`config.mk`:
```
export PLATFORM = sky130hd
export DESIGN_NAME = sw_alloc
export DESIGN_NICKNAME = d
export VERILOG_FILES = /design/src/rtl/sa_pkg.sv /design/src/rtl/sa_rr_arb.sv /design/src/rtl/sa_vc_track.sv /design/src/rtl/sw_alloc.sv
export SDC_FILE = /design/constraint.sdc
export NUM_CORES = 1
export LEC_CHECK = 0
export CAP_MARGIN = 20
export CORE_ASPECT_RATIO = 0.75
export CORE_MARGIN = 8
export CORE_UTILIZATION = 57
export CTS_CLUSTER_DIAMETER = 30
export DETAILED_ROUTE_END_ITERATION = 12
export GPL_ROUTABILITY_DRIVEN = 0
export PLACE_DENSITY = 0.84
export SLEW_MARGIN = 10
export SYNTH_ARGS = -nofsm -noshare
export SYNTH_HDL_FRONTEND = slang
export SYNTH_SLANG_ARGS = --single-unit
```
`constraint.sdc`:
```
create_clock -name clk -period 16.7 [get_ports clk]
set_clock_uncertainty 0.05 [all_clocks]
set_input_delay 3.34 -clock clk [delete_from_list [all_inputs] [get_ports clk]]
set_output_delay 3.34 -clock clk [all_outputs]
set_load 0.02 [all_outputs]
```
`src/rtl/sa_pkg.sv`:
```
package sa_pkg;
  // Round-robin scan: first set bit at or after ptr (with wrap), -1 if none.
  function automatic int rr_pick(input logic [31:0] req, input int ptr, input int width);
    int sel;
    int idx;
    sel = -1;
    for (int k = 0; k < 32; k++) begin
      if (k < width && sel < 0) begin
        idx = ptr + k;
        if (idx >= width) idx = idx - width;
        if (req[idx[4:0]]) sel = idx;
      end
    end
    return sel;
  endfunction
endpackage

```
`src/rtl/sa_rr_arb.sv`:
```
module sa_rr_arb #(
  parameter int W = 4,
  localparam int PW = (W > 1) ? $clog2(W) : 1
) (
  input  logic          clk,
  input  logic          rst_n,
  input  logic [W-1:0]  req_i,
  output logic          win_o,
  output logic [PW-1:0] idx_o
);
  import sa_pkg::*;

  logic [PW-1:0] ptr_q, ptr_d;
  logic [31:0]   req32;
  int            sel;

  always_comb begin
    req32          = '0;
    req32[W-1:0]   = req_i;
    sel            = rr_pick(req32, int'(ptr_q), W);
    win_o          = (sel >= 0);
    idx_o          = win_o ? PW'(sel) : '0;
    ptr_d          = ptr_q;
    if (win_o) ptr_d = (ptr_q == PW'(W - 1)) ? '0 : ptr_q + 1'b1;
  end

  always_ff @(posedge clk or negedge rst_n) begin
    if (!rst_n)     ptr_q <= '0;
    else if (win_o) ptr_q <= ptr_d;
  end
endmodule

```
`src/rtl/sa_vc_track.sv`:
```
module sa_vc_track #(
  parameter int V   = 4,
  parameter int VPN = 2,
  localparam int VW = (V > 1) ? $clog2(V) : 1
) (
  input  logic          clk,
  input  logic          rst_n,
  input  logic          gnt_i,
  input  logic [VW-1:0] vc_i,
  input  logic          tail_i,
  input  logic [V-1:0]  free_i,
  output logic [VW-1:0] ovc_o
);
  logic [V-1:0]  has_q, has_d;
  logic [VW-1:0] rec_q [V];
  logic [VW-1:0] rec_d [V];
  logic [VW-1:0] pick;
  logic          found;

  always_comb begin
    found = 1'b0;
    pick  = '0;
    for (int j = 0; j < V; j++) begin
      if (!found && free_i[j] && (j / VPN == int'(vc_i) / VPN)) begin
        found = 1'b1;
        pick  = VW'(j);
      end
    end
    ovc_o = has_q[vc_i] ? rec_q[vc_i] : pick;
    has_d = has_q;
    rec_d = rec_q;
    if (gnt_i) begin
      has_d[vc_i] = !tail_i;
      rec_d[vc_i] = ovc_o;
    end
  end

  always_ff @(posedge clk or negedge rst_n) begin
    if (!rst_n) begin
      has_q <= '0;
      for (int j = 0; j < V; j++) rec_q[j] <= '0;
    end else if (gnt_i) begin
      has_q <= has_d;
      rec_q <= rec_d;
    end
  end
endmodule

```
`src/rtl/sw_alloc.sv`:
```
module sw_alloc #(
  parameter int N_IN        = 3,
  parameter int N_OUT       = 3,
  parameter int N_VNET      = 2,
  parameter int VC_PER_VNET = 2,
  localparam int NV = N_VNET * VC_PER_VNET,
  localparam int IW = (N_IN > 1)  ? $clog2(N_IN)  : 1,
  localparam int OW = (N_OUT > 1) ? $clog2(N_OUT) : 1,
  localparam int VW = (NV > 1)    ? $clog2(NV)    : 1
) (
  input  logic                  clk,
  input  logic                  rst_n,
  input  logic [N_IN*NV-1:0]    elig_i,
  input  logic [N_IN*NV*OW-1:0] route_i,
  input  logic [N_IN*NV-1:0]    tail_i,
  input  logic [N_OUT*NV-1:0]   ovc_free_i,
  output logic [N_OUT-1:0]      xb_valid_o,
  output logic [N_OUT*IW-1:0]   xb_src_o,
  output logic [N_IN-1:0]       fl_go_o,
  output logic [N_IN*VW-1:0]    fl_vc_o,
  output logic [N_IN*OW-1:0]    fl_port_o,
  output logic [N_IN*VW-1:0]    fl_ovc_o,
  output logic [N_OUT*NV-1:0]   cdec_o,
  output logic [N_IN*NV-1:0]    vc_idle_o,
  output logic [N_IN-1:0]       crt_valid_o,
  output logic [N_IN-1:0]       crt_idle_o
);
  logic [N_IN-1:0]  s1_win;
  logic [VW-1:0]    s1_vc   [N_IN];
  logic [OW-1:0]    s1_port [N_IN];
  logic [N_IN-1:0]  reqm    [N_OUT];
  logic [N_OUT-1:0] s2_win;
  logic [IW-1:0]    s2_src  [N_OUT];
  logic [N_IN-1:0]  go;
  logic [OW-1:0]    gport   [N_IN];
  logic [NV-1:0]    g_free  [N_IN];
  logic [N_IN-1:0]  g_tail;
  logic [VW-1:0]    g_ovc   [N_IN];

  // Stage one: one arbiter per input port over its channels
  for (genvar i = 0; i < N_IN; i++) begin : g_s1
    sa_rr_arb #(.W(NV)) u_arb (
      .clk   (clk),
      .rst_n (rst_n),
      .req_i (elig_i[i*NV +: NV]),
      .win_o (s1_win[i]),
      .idx_o (s1_vc[i])
    );
  end

  // Request matrix [output][input]
  always_comb begin
    for (int i = 0; i < N_IN; i++)
      s1_port[i] = route_i[(i*NV + int'(s1_vc[i]))*OW +: OW];
    for (int o = 0; o < N_OUT; o++)
      for (int i = 0; i < N_IN; i++)
        reqm[o][i] = s1_win[i] && (s1_port[i] == OW'(o));
  end

  // Stage two: one arbiter per output port over input ports
  for (genvar o = 0; o < N_OUT; o++) begin : g_s2
    sa_rr_arb #(.W(N_IN)) u_arb (
      .clk   (clk),
      .rst_n (rst_n),
      .req_i (reqm[o]),
      .win_o (s2_win[o]),
      .idx_o (s2_src[o])
    );
  end

  // Fold grants back onto input ports
  always_comb begin
    for (int i = 0; i < N_IN; i++) begin
      go[i]    = 1'b0;
      gport[i] = '0;
      for (int o = 0; o < N_OUT; o++) begin
        if (s2_win[o] && (s2_src[o] == IW'(i))) begin
          go[i]    = 1'b1;
          gport[i] = OW'(o);
        end
      end
      g_free[i] = ovc_free_i[int'(gport[i])*NV +: NV];
      g_tail[i] = tail_i[i*NV + int'(s1_vc[i])];
    end
  end

  // Output channel selection and record per input port
  for (genvar i = 0; i < N_IN; i++) begin : g_trk
    sa_vc_track #(.V(NV), .VPN(VC_PER_VNET)) u_trk (
      .clk    (clk),
      .rst_n  (rst_n),
      .gnt_i  (go[i]),
      .vc_i   (s1_vc[i]),
      .tail_i (g_tail[i]),
      .free_i (g_free[i]),
      .ovc_o  (g_ovc[i])
    );
  end

  always_comb begin
    xb_valid_o  = s2_win;
    fl_go_o     = go;
    crt_valid_o = go;
    crt_idle_o  = go & g_tail;
    cdec_o      = '0;
    vc_idle_o   = '0;
    for (int o = 0; o < N_OUT; o++) begin
      xb_src_o[o*IW +: IW] = s2_win[o] ? s2_src[o] : '0;
      if (s2_win[o]) cdec_o[o*NV + int'(g_ovc[s2_src[o]])] = 1'b1;
    end
    for (int i = 0; i < N_IN; i++) begin
      fl_vc_o[i*VW +: VW]   = go[i] ? s1_vc[i] : '0;
      fl_port_o[i*OW +: OW] = gport[i];
      fl_ovc_o[i*VW +: VW]  = go[i] ? g_ovc[i] : '0;
      if (go[i] && g_tail[i]) vc_idle_o[i*NV + int'(s1_vc[i])] = 1'b1;
    end
  end
endmodule

```
## After elaboration in Yosys (flattened, before gate mapping)

Cells that the tools add are included.

- Register bits: 48
- Latch bits: 0
- Memory bits (writable): 0
- Bits in read-only memories: 0
- Bits of input ports: 62
- Output and inout bits: 60
- Logic and storage cells: 506
- Memories kept: 0

- Add/sub/neg operators: 46
- Multipliers: 0
- Div/mod/pow operators: 0
- Order comparisons: 90
- Equal/unequal tests: 18
- Shift operators: 6
- Muxes and demuxes: 239
- Bitwise gates (word level): 11
- Reduce and logical (&&, ||, !) cells: 75

Operators by type and width:

| operator | number |
|---|---|
| two-way mux 32 bit | 72 |
| < comparator 32 x 1 -> 1 bit (second input constant) | 15 |
| greater-or-equal comparator 32 x 4 -> 1 bit (second input constant) | 9 |
| subtractor 32 x 4 -> 32 bit (second input constant) | 9 |
| greater-or-equal comparator 32 x 1 -> 1 bit (second input constant) | 6 |
| greater-or-equal comparator 32 x 3 -> 1 bit (second input constant) | 6 |
| subtractor 32 x 3 -> 32 bit (second input constant) | 6 |
| < comparator 5 x 6 -> 1 bit (second input constant) | 21 |
| binary-select mux 1 bit (select 5 bit) | 21 |
| zero test 32 bit | 3 |
| two-way mux 2 bit | 48 |
| variable part select 24 x 32 -> 2 bit | 2 |
| two-way mux 1 bit | 62 |
| logical AND 1 bit | 54 |
| two-way mux 12 bit | 4 |
| bitwise OR 12 bit | 4 |
| variable part select 12 x 5 -> 4 bit | 3 |
| adder 2 x 2 -> 3 bit (second input constant) | 9 |
| binary-select mux 2 bit (select 2 bit) | 6 |
| bitwise mux 8 bit | 3 |
| equality test 2 bit (second input constant) | 12 |
| variable part select 24 x 4 -> 2 bit | 1 |
| adder 2 x 1 -> 3 bit (second input constant) | 6 |
| greater-or-equal comparator 3 bit (second input constant) | 6 |
| other kinds (27) | 97 |

## Longest topological paths before layout

Gate-level depths: netlist of run 1.

- Word-level depth: 78
- Depth in mapped cells: 20
- Gate-level depth less buffers: 18

## By module

Synthesis of run 1 repeated with hierarchy kept, for this count alone.

- Cells, all modules: 602
- Area, all modules: 5393.9 µm²

Modules (own cells, without submodules):

| module | times used | cells an instance | area each (µm²) | seq. area each (µm²) |
|---|---|---|---|---|
| sa_vc_track | 3 | 60 | 656.9 | 300.3 |
| sw_alloc | 1 | 170 | 1265.0 | 0.0 |
| sa_rr_arb at g_s1[0].u_arb ... | 3 | 48 | 400.4 | 50.0 |
| sa_rr_arb at g_s2[0].u_arb ... | 3 | 36 | 319.1 | 50.0 |

## Least setup slack after synthesis of run 1

OpenSTA, ideal clock, no wires.

- Kind: input -> output
- Start: in elig_i[9]
- End: out vc_idle_o[10]
- Arrival time: 7.384 ns
- Required time: 13.310 ns
- Path slack: 5.926 ns
- Stages: 13
- Path buffers: 0
- Cells stage by stage: mux2_2 -> and2_1 -> o2111a_1 -> nor2_1 -> mux4_2 -> nand2_1 -> o32ai_1 -> or4b_1 -> o31ai_2 -> nor3_2 -> nor2_1 -> and2_1 -> nor2b_1

- Longest elaborated chain between the ends: 33
- Elaborated cells between the ends (all ways): 104
- Those cells by class: add/sub (1); order compare (15); eq/ne (8); shift (1); mux (65); bitwise (1); reduce/logical (13)

Ends and longest elaborated chain:

| what | RTL line | text |
|---|---|---|
| start: declaration | sw_alloc.sv:13 | `input logic [N_IN*NV-1:0] elig_i,` |
| binary-select mux 1 bit (select 5 bit) | sa_pkg.sv:11 | `if (req[idx[4:0]]) sel = idx;` |
| two-way mux 1 bit (not written as such) | sa_pkg.sv:11 |  |
| two-way mux 32 bit | sa_pkg.sv:11 |  |
| < comparator 32 x 1 -> 1 bit or two-way mux 32 bit (tied branches) | sa_pkg.sv:8, sa_pkg.sv:11 |  |
| two-way mux 32 bit | sa_pkg.sv:8 | `if (k < width && sel < 0) begin` |
| < comparator 32 x 1 -> 1 bit or two-way mux 32 bit (tied branches) | sa_pkg.sv:8, sa_pkg.sv:11 |  |
| two-way mux 32 bit | sa_pkg.sv:8 |  |
| < comparator 32 x 1 -> 1 bit or two-way mux 32 bit (tied branches) | sa_pkg.sv:8, sa_pkg.sv:11 |  |
| [... 15 more ...] | - |  |
| two-way mux 2 bit | sa_rr_arb.sv:22 | `idx_o = win_o ? PW'(sel) : '0;` |
| equality test 2 x 1 -> 1 bit | sw_alloc.sv:77 | `if (s2_win[o] && (s2_src[o] == IW'(i))) begin` |
| logical AND 1 bit | sw_alloc.sv:77 |  |
| two-way mux 1 bit (3 in series) | sw_alloc.sv:77 |  |
| logical AND 1 bit | sw_alloc.sv:115 | `if (go[i] && g_tail[i]) vc_idle_o[i*NV + int'(s1_vc[i])] = 1'b1;` |
| two-way mux 12 bit | sw_alloc.sv:115 |  |
| bitwise OR 12 bit (no line) | - |  |
| two-way mux 12 bit * | sw_alloc.sv:115 |  |
| end: declaration | sw_alloc.sv:24 | `output logic [N_IN*NV-1:0] vc_idle_o,` |

Every way passes the cells marked *; elsewhere a longest branch is shown, timed or not. The select of a mux whose other input is x is not followed.

## Worst setup path after layout of run 1

- Start: in elig_i[0]
- End: out cdec_o[4]

- Longest elaborated chain between the ends: 55
- Elaborated cells between the ends (all ways): 158
- Those cells by class: add/sub (2); order compare (14); eq/ne (6); shift (4); mux (84); bitwise (5); reduce/logical (43)

Ends and longest elaborated chain:

| what | RTL line | text |
|---|---|---|
| binary-select mux 1 bit (select 5 bit) | sa_pkg.sv:11 |  |
| two-way mux 1 bit (not written as such) | sa_pkg.sv:11 |  |
| two-way mux 32 bit | sa_pkg.sv:11 |  |
| < comparator 32 x 1 -> 1 bit or two-way mux 32 bit (tied branches) | sa_pkg.sv:8, sa_pkg.sv:11 |  |
| two-way mux 32 bit | sa_pkg.sv:8 |  |
| < comparator 32 x 1 -> 1 bit or two-way mux 32 bit (tied branches) | sa_pkg.sv:8, sa_pkg.sv:11 |  |
| two-way mux 32 bit | sa_pkg.sv:8 |  |
| < comparator 32 x 1 -> 1 bit or two-way mux 32 bit (tied branches) | sa_pkg.sv:8, sa_pkg.sv:11 |  |
| [... 39 more ...] | - |  |
| < comparator 4 x 5 -> 1 bit (not written as such) or greater-or-equal comparator 4 x 1 -> 1 bit (tied branches) | sw_alloc.sv:109 | `if (s2_win[o]) cdec_o[o*NV + int'(g_ovc[s2_src[o]])] = 1'b1;` |
| logical AND 1 bit (not written as such) | sw_alloc.sv:109 |  |
| two-way mux 1 bit (not written as such) | sw_alloc.sv:109 |  |
| demux 1 bit (select 4 bit) | sw_alloc.sv:109 |  |
| bitwise OR 12 bit (no line) | - |  |
| two-way mux 12 bit | sw_alloc.sv:109 |  |
| bitwise OR 12 bit (no line) | - |  |
| two-way mux 12 bit * | sw_alloc.sv:109 |  |
| end: declaration | sw_alloc.sv:23 | `output logic [N_OUT*NV-1:0] cdec_o,` |

Marks and branches as above.

==> results of run 1 <==
cell usage in the layout, fill, tap and decap left out, types with 5 or more instances in the layout:
| cell | netlist | final |
|---|---|---|
| clkdlybuf4s50_1 | 0 | 120 |
| nor2_1 | 76 | 76 |
| inv_1 | 57 | 57 |
| nand2_1 | 51 | 51 |
| dfrtp_1 | 48 | 48 |
| mux2_2 | 40 | 40 |
| ha_1 | 39 | 39 |
| o21ai_0 | 29 | 29 |
| nor3_1 | 23 | 23 |
| nand3_1 | 22 | 22 |
| and3_1 | 17 | 17 |
| nor2b_1 | 16 | 16 |
| a21oi_1 | 16 | 16 |
| nand2b_1 | 16 | 16 |
| mux2i_1 | 15 | 15 |
| and2_1 | 15 | 15 |
| nor4_1 | 13 | 13 |
| a211oi_1 | 10 | 10 |
| a22o_1 | 8 | 8 |
| or3_1 | 7 | 7 |
| a21o_1 | 7 | 7 |
| a31oi_1 | 7 | 7 |
| or2_2 | 6 | 6 |
| o211ai_1 | 6 | 6 |
| a22oi_1 | 6 | 6 |
| nor3b_1 | 6 | 6 |
| o221ai_1 | 6 | 6 |
| clkbuf_16 | 0 | 5 |
stage by stage:
stage / setup slack (ps) / cells / instance area [µm²] / util
after CTS: 3730 / 945 / 7260 / 0.714
after global routing: 3080 / 945 / 7260 / 0.714
after global placement: 4110 / 937 / 7060 / 0.695
final: 3650 / 945 / 7260 / 0.714
after floorplan: 5930 / 715 / 5870 / -
after detailed placement: 3760 / 937 / 7060 / 0.695
area by class of cell:
type                    instances  area [µm²]
clock buffers                   5         125
clock inverters                 3        68.8
fillers                       783        2910
inverters                      58         218
multi-input cells             573        4260
flip-flops and latches         48        1200
well taps                     136         170
repair buffers                122        1220
kinds of logic after synthesis:
logic type / synth area share
AOI/OAI and AO/OA: 0.249
xor gates and xnor gates: 0.00298
adders and majority gates: 0.0831
buffers and inverters: 0.0724
DFF: 0.204
muxes: 0.120
and+or+nand+nor: 0.268
registers in the layout (all words and copies together), names as in the netlist:
name,flops
g_trk.u_trk.rec_q,24
g_s1.u_arb.ptr_q,6
g_trk.u_trk.has_q,12
g_s2.u_arb.ptr_q,6
per-layer routing:
| layer | up-vias | GRT usage |
|---|---|---|
| met3 | 27 | 0.0637 |
| met1 | 2933 | 0.316 |
| met2 | 308 | 0.416 |
| met4 | 0 | 0.0552 |
| met5 | - | 0 |
| li1 | 2819 | - |
critical path: cells and delay by family:
kind,cells,cell delay (ps)
mux,1,300
compound gates,9,3900
buf+inv,2,1080
simple gates,4,1030
how the worst max path moves through the flow:
stage                         start             to
after global routing      elig_i[0]      cdec_o[5]
after floorplan           elig_i[9]  vc_idle_o[10]
after CTS                 elig_i[0]      cdec_o[4]
final                     elig_i[0]      cdec_o[4]
after global placement    elig_i[0]      cdec_o[4]
after detailed placement  elig_i[0]      cdec_o[4]
==> impl_metrics.json, run 1 <==
{
  "status": "complete, no violations",
  "hp-class": "flip-flop to flip-flop",
  "cp.arrival_ps": 9660,
  "cts_max_path_buffers": 2,
  "synthTopCellsByArea": "dfrtp_1, ha_1, mux2_2",
  "wl_mm": 18.0,
  "wire_per_inst_um": 19.0,
  "fin_nets": 909,
  "die_y_um": 104,
  "clkSinkCount": 48,
  "synth_warnings": 0,
  "r2r_end": "g_trk[0].u_trk.rec_q[6]$_DFFE_PN0P_",
  "worstRegToRegCells": 14,
  "core_um2": 10200,
  "ctsResizeCount": 0,
  "firstDrtPassIters": 5,
  "path_cells": "clkdlybuf4s50_1, mux2_4, a222oi_1, nand4_1, o221ai_1, o311ai_1, nand4b_1, o2111ai_4, o41ai_2, a311o_1, a31oi_1, a221o_1, and2_1, a221oi_2, and3_1, clkdlybuf4s50_1",
  "finalCritPeriodShare": 0.781,
  "vias": 6087,
  "worstPathMaxFanout": 11,
  "grt_usage": 0.249,
  "wl_met3_mm": 1.62,
  "maxSlewViolCount": 0,
  "synth_cell_types": 98,
  "end_kind": "output port",
  "antenna_cells": 0,
  "dieArea_um2": 13800,
  "synthArstFlopShare": 1.00,
  "avgViaCountPerCell": 6.44,
  "drc": 0,
  "wl_met1_mm": 7.61,
  "grt_max_degree": 49,
  "cts_hold_buffers": 0,
  "cap_viol_max_count": 0,
  "relSlewSlack": 0.319,
  "synth_most_common_cell": "nor2_1",
  "io_pins": 122,
  "synthTopCellsByCount": "nor2_1, inv_1, nand2_1",
  "overflow": 0,
  "synthesis.area_um2": 5870,
  "synth_area_per_cell_um2": 8.22,
  "hold-worst-slack_ps": 448,
  "place_hpwl_mm": 14.0,
  "cp-start-kind": "input port",
  "hold_viol_final": 0,
  "port_buffers": 121,
  "yosysTopAreaCellShare": 0.204,
  "min_period_ps": 13050,
  "die_x_um": 133,
  "yosysSeqAreaShare": 0.204,
  "cts_setup_buffers": 0,
  "max_freq_mhz": 76.6,
  "initial_core_util": 0.578,
  "tritoncts": "built",
  "setup_violations": 0,
  "top_layer_used": "met4",
  "clock-root-buffer": "clkbuf_16",
  "first_iter_violations": 519,
  "worstHoldEndpoint": "g_trk[2].u_trk.has_q[1]$_DFFE_PN0P_",
  "area_growth_pct": 23.6,
  "postSynthCellCount": 715,
  "grt_pass1_wl_mm": 29.2,
  "critPathMostFrequentCell": "clkdlybuf4s50_1",
  "r2r_start": "g_s1[1].u_arb.ptr_q[0]$_DFFE_PN0N_",
  "tightest_slew_ps": 1010,
  "rows": 32,
  "cpMaxStageDelayCell": "o41ai_2",
  "yosys.area.top_type": "dfrtp_1",
  "critical_path_class": "input port to output port",
  "cp.required_ps": 13310,
  "rsz0062_at_grt": "false",
  "antenna_found_initial": 0,
  "cp_slowest_stage_delay_ps": 920,
  "synth_edf_count": 0,
  "ctsHtreeMaxLevel": 2,
  "hold_start": "g_trk[2].u_trk.has_q[1]$_DFFE_PN0P_",
  "synth_nets": 816,
  "ant_nets": 0,
  "ys_ff_latch": 48,
  "tns_ps": 0,
  "clock_latency_ps": 300,
  "grt_pass1_vias": 5993,
  "reg2reg_slack_ps": 10410,
  "numCtsBuffers": 5,
  "drive_gt1_frac": 0.119,
  "routed-wl-met2_mm": 8.48,
  "path_clk_slew_ps": 70,
  "hold_depth": 2,
  "synth_flop_cell": "dfrtp_1"
}
Power of run 1 is not shown: default switching activity piles up to over one toggle a cycle in this logic, so the estimate is an artifact.
==> inputs of run 2 (changes only) <==
Settings changed: CORE_UTILIZATION 57 to 48, PLACE_DENSITY 0.84 to 0.75.
Clock period 16.7 ns to 11.9 ns, I/O delays scaled along.
==> run 2 against run 1 <==
Global-route usage down 2.7 points. Wire length increased by 1.6%. Hold slack gained 1.9 ps. Sequential cell count did not move. First-iteration DRC count fell by 13%. Critical path depth increased by 1. Critical path type unchanged. Critical endpoint is now cdec_o[5].
==> impl_metrics.json, run 2 (same netlist as run 1, synthesis figures left out) <==
{
  "status": "complete, no violations",
  "cts_max_path_buffers": 2,
  "first_iter_violations": 454,
  "multi_input_area_um2": 4260,
  "firstDrtPassIters": 5,
  "reg_top3": "g_trk.u_trk.rec_q (24), g_trk.u_trk.has_q (12)",
  "cpMaxStageDelayCell": "clkdlybuf4s50_1",
  "drive_gt1_frac": 0.123,
  "wl_mm": 18.3,
  "io_pins": 122,
  "worst-path-stages": 17,
  "utilization": 0.603,
  "maxSlewViolCount": 0,
  "setup_violations": 0,
  "vias": 5971,
  "cts_setup_buffers": 0,
  "clkSinkCount": 48,
  "cp.required_ps": 9470,
  "grt_max_degree": 49,
  "ctsResizeCount": 0,
  "ctsHtreeMaxLevel": 2,
  "clock-root-buffer": "clkbuf_16",
  "cts_hold_buffers": 0,
  "seq_area_um2": 1200,
  "ant_nets": 0,
  "antenna_found_initial": 0,
  "core_um2": 12100,
  "rows": 35,
  "numCtsBuffers": 5,
  "worstRegToRegCells": 13,
  "die_x_um": 144,
  "mostFrequentLayoutCell": "clkdlybuf4s50_1",
  "worstPathMaxFanout": 14,
  "die_y_um": 112,
  "critPathBufInv": 3,
  "relSlewSlack": 0.370,
  "end_kind": "output port",
  "grt_usage": 0.222,
  "final_cell_mix": "clkdlybuf4s50_1, nor2_1, inv_1",
  "max_freq_mhz": 94.6,
  "fin_nets": 913,
  "path_clk_slew_ps": 70,
  "dieArea_um2": 16100,
  "finalCritPeriodShare": 0.888,
  "cp.arrival_ps": 8140,
  "tightest_slew_ps": 942,
  "cp_slowest_stage_delay_ps": 650,
  "hp-class": "flip-flop to flip-flop",
  "antenna_cells": 0,
  "critical_path_class": "input port to output port",
  "wire_per_inst_um": 18.7,
  "drc": 0,
  "timing.final.ws_setup_ps": 1330,
  "hold_viol_final": 0,
  "top_register": "g_trk.u_trk.rec_q",
  "place_ws_ps": 1490,
  "avgViaCountPerCell": 6.10,
  "port_buffers": 121,
  "initial_core_util": 0.484,
  "nFillCells": 1034,
  "reg2reg_slack_ps": 6050,
  "grt_pass1_wl_mm": 29.4,
  "grt_pass1_vias": 5835,
  "hold_depth": 2,
  "tns_ps": 0,
  "tritoncts": "built",
  "area_growth_pct": 24.5,
  "path_cells": "clkdlybuf4s50_1, mux2_4, a222oi_1, nand4_1, nand2_1, nand3b_1, a311oi_4, nand2_1, a31oi_2, inv_1, nor3_1, nor3_1, o31a_1, a22o_1, a21oi_1, nor3b_1, clkdlybuf4s50_1",
  "rsz0062_at_grt": "false",
  "place_hpwl_mm": 14.3,
  "largest_reg_flops": 24,
  "cp-start-kind": "input port",
  "critPathTopFamily": "compound AO/OA/AOI/OAI gates",
  "min_period_ps": 10570,
  "clock_latency_ps": 300,
  "cap_viol_max_count": 0,
  "overflow": 0
}
[run 2: cell count changes in the layout (fill, tap and decap cells not counted)]
cell and change:
buf_4 +4, bufinv_16 -1, clkbuf_8 +1, clkinv_4 +1
inv_6 -1
[run 2: worst reg2reg max path, cell delays in order, from the launching register on]
cell and delay (ps):
dfrtp_1 640, inv_1 260, ha_1 420, or3_1 500, nor2b_1 240, o21ai_2 610, mux2_2 410, o211ai_1 300
nor4_1 110, or4b_1 570, nand2b_1 370, a211oi_2 680, nor2_1 250, mux2_2 320
[run 2: final timing paths]
path | from | to
min | g_trk[1].u_trk.has_q[3]$_DFFE_PN0P_ | g_trk[1].u_trk.has_q[3]$_DFFE_PN0P_
max | elig_i[1] | cdec_o[5]
min in group asynchronous | rst_n | g_s1[2].u_arb.ptr_q[1]$_DFFE_PN0N_
min reg2reg | g_trk[1].u_trk.has_q[3]$_DFFE_PN0P_ | g_trk[1].u_trk.has_q[3]$_DFFE_PN0P_
max in group asynchronous | rst_n | g_trk[2].u_trk.rec_q[5]$_DFFE_PN0P_
max reg2reg | g_s1[1].u_arb.ptr_q[0]$_DFFE_PN0N_ | g_trk[0].u_trk.rec_q[6]$_DFFE_PN0P_
[run 2: layout make-up]
type	instances	area share
multi-input combinational	573	0.583
timing repair buffer	126	0.170
inverter	58	0.0298
sequential	48	0.164
tap	166	0.0284
clock buffer	6	0.0190
clock inverter	2	0.00530
[run 2: routing by layer]
layer / vias up / wire (µm) / GRT usage
li1: 2838 / - / -
met1: 2898 / 8240 / 0.298
met2: 214 / 8410 / 0.357
met3: 21 / 1400 / 0.0466
met4: 0 / 222 / 0.0447
met5: - / 0 / 0
[run 2: metrics by stage]
stage	instance area, µm²	hold WS, ps	instances
2_1_floorplan	5870	408	715
3_3_place_gp	7130	421	971
3_5_place_dp	7130	437	971
4_1_cts	7310	455	979
5_1_grt	7310	474	979
6_report	7310	450	979
Power of run 2 is left out for the same reason.
==> inputs of run 3 (changes only) <==
Settings changed: SLEW_MARGIN 10 to default.
==> run 3 against run 2 <==
Final cell count is 0.10% higher. Hold slack better by 1.3 ps. Register-to-register slack hardly changed. Sequential share of layout area hardly changed. Non-clock buffer count is 1 higher.
==> impl_metrics.json, run 3 (same netlist as run 1, synthesis figures left out) <==
{
  "status": "complete, no violations",
  "area_growth_pct": 24.8,
  "ctsHtreeMaxLevel": 2,
  "tritoncts": "built",
  "dieArea_um2": 16100,
  "drc": 0,
  "grt_usage": 0.222,
  "die_y_um": 112,
  "cpMaxStageDelayCell": "clkdlybuf4s50_1",
  "critical_path_class": "input port to output port",
  "place_hpwl_mm": 14.3,
  "antenna_cells": 0,
  "io_pins": 122,
  "place_ws_ps": 1490,
  "cp.required_ps": 9470,
  "min_period_ps": 10490,
  "max_freq_mhz": 95.3,
  "tightest_slew_ps": 958,
  "setup_violations": 0,
  "cts_hold_buffers": 0,
  "critPathTopFamily": "compound AO/OA/AOI/OAI gates",
  "largest_reg_flops": 24,
  "worstPathMaxFanout": 14,
  "initial_core_util": 0.484,
  "cts_setup_buffers": 0,
  "fin_nets": 914,
  "path_cells": "clkdlybuf4s50_1, mux2_4, a222oi_1, nand4_1, nand2_1, nand3b_1, a311oi_4, nand2_1, a31oi_2, inv_1, nor3_1, nor3_1, o31a_1, a22o_1, a21oi_1, nor3b_1, clkdlybuf4s50_1",
  "cp_slowest_stage_delay_ps": 650,
  "cap_viol_max_count": 0,
  "finalCritPeriodShare": 0.882,
  "cts_max_path_buffers": 2,
  "rsz0062_at_grt": "false",
  "cp.arrival_ps": 8060,
  "timing.final.ws_setup_ps": 1410,
  "firstDrtPassIters": 7,
  "antenna_found_initial": 0,
  "grt_pass1_wl_mm": 29.4,
  "hold_viol_final": 0,
  "vias": 5968,
  "mostFrequentLayoutCell": "clkdlybuf4s50_1",
  "cp-start-kind": "input port",
  "end_kind": "output port",
  "avgViaCountPerCell": 6.09,
  "maxSlewViolCount": 0,
  "clock_latency_ps": 300,
  "tns_ps": 0,
  "final_cell_mix": "clkdlybuf4s50_1, nor2_1, inv_1",
  "critPathBufInv": 3,
  "clkSinkCount": 48,
  "ant_nets": 0,
  "wire_per_inst_um": 18.7,
  "path_clk_slew_ps": 70,
  "top_register": "g_trk.u_trk.rec_q",
  "grt_max_degree": 49,
  "port_buffers": 121,
  "hp-class": "flip-flop to flip-flop",
  "relSlewSlack": 0.359,
  "numCtsBuffers": 5,
  "rows": 35,
  "first_iter_violations": 464,
  "die_x_um": 144,
  "reg_top3": "g_trk.u_trk.rec_q (24), g_trk.u_trk.has_q (12)",
  "core_um2": 12100,
  "wl_mm": 18.3,
  "ctsResizeCount": 0,
  "drive_gt1_frac": 0.124,
  "grt_pass1_vias": 5835,
  "overflow": 0,
  "clock-root-buffer": "clkbuf_16"
}
[run 3: cell types whose count changed in the layout (fill, tap and decap cells not counted), sizes merged]
cell,change
buf,+1
[run 3: final cells by class]
cell class	count	area, µm²
clock inverters	2	38.8
repair buffers	127	1260
multi-input cells	573	4260
well taps	166	208
inverters	58	218
clock buffers	6	139
fillers	1034	4800
flip-flops and latches	48	1200
[run 3: final timing paths]
path | slack (ps) | start | cells after the start | endpoint
setup / recovery | 1410 | elig_i[1] | 17 | cdec_o[5]
hold / removal | 450 | g_trk[2].u_trk.has_q[3]$_DFFE_PN0P_ | 2 | g_trk[2].u_trk.has_q[3]$_DFFE_PN0P_
setup reg to reg | 6040 | g_s1[1].u_arb.ptr_q[0]$_DFFE_PN0N_ | 13 | g_trk[0].u_trk.rec_q[6]$_DFFE_PN0P_
hold reg to reg | 450 | g_trk[2].u_trk.has_q[3]$_DFFE_PN0P_ | 2 | g_trk[2].u_trk.has_q[3]$_DFFE_PN0P_
max in group asynchronous | 9220 | rst_n | 2 | g_trk[0].u_trk.has_q[3]$_DFFE_PN0P_
min in group asynchronous | 2020 | rst_n | 1 | g_s2[2].u_arb.ptr_q[1]$_DFFE_PN0N_
[run 3: per-layer routing]
metal,share of wire,track usage,vias up
li1,-,-,2830
met1,0.46,0.298,2889
met2,0.46,0.357,229
met3,0.073,0.0466,20
met4,0.012,0.0447,0
met5,0,0,-
[run 3: stage by stage]
step            util  instance area, µm²  hold WS, ps  std cells
2_1_floorplan      -                5870          408        715
3_3_place_gp   0.588                7130          421        971
3_5_place_dp   0.588                7130          437        971
4_1_cts        0.603                7310          455        979
5_1_grt        0.604                7330          474        980
6_report       0.604                7330          451        980
[run 3: worst reg2reg max path, cell delays in order (launching register included)]
cell,delay (ps)
dfrtp_1,640
inv_1,250
ha_1,420
or3_1,500
nor2b_1,240
o21ai_2,620
mux2_2,410
o211ai_1,300
nor4_1,120
or4b_1,570
nand2b_1,380
a211oi_2,680
nor2_1,240
mux2_2,320
Power of run 3 is left out for the same reason.
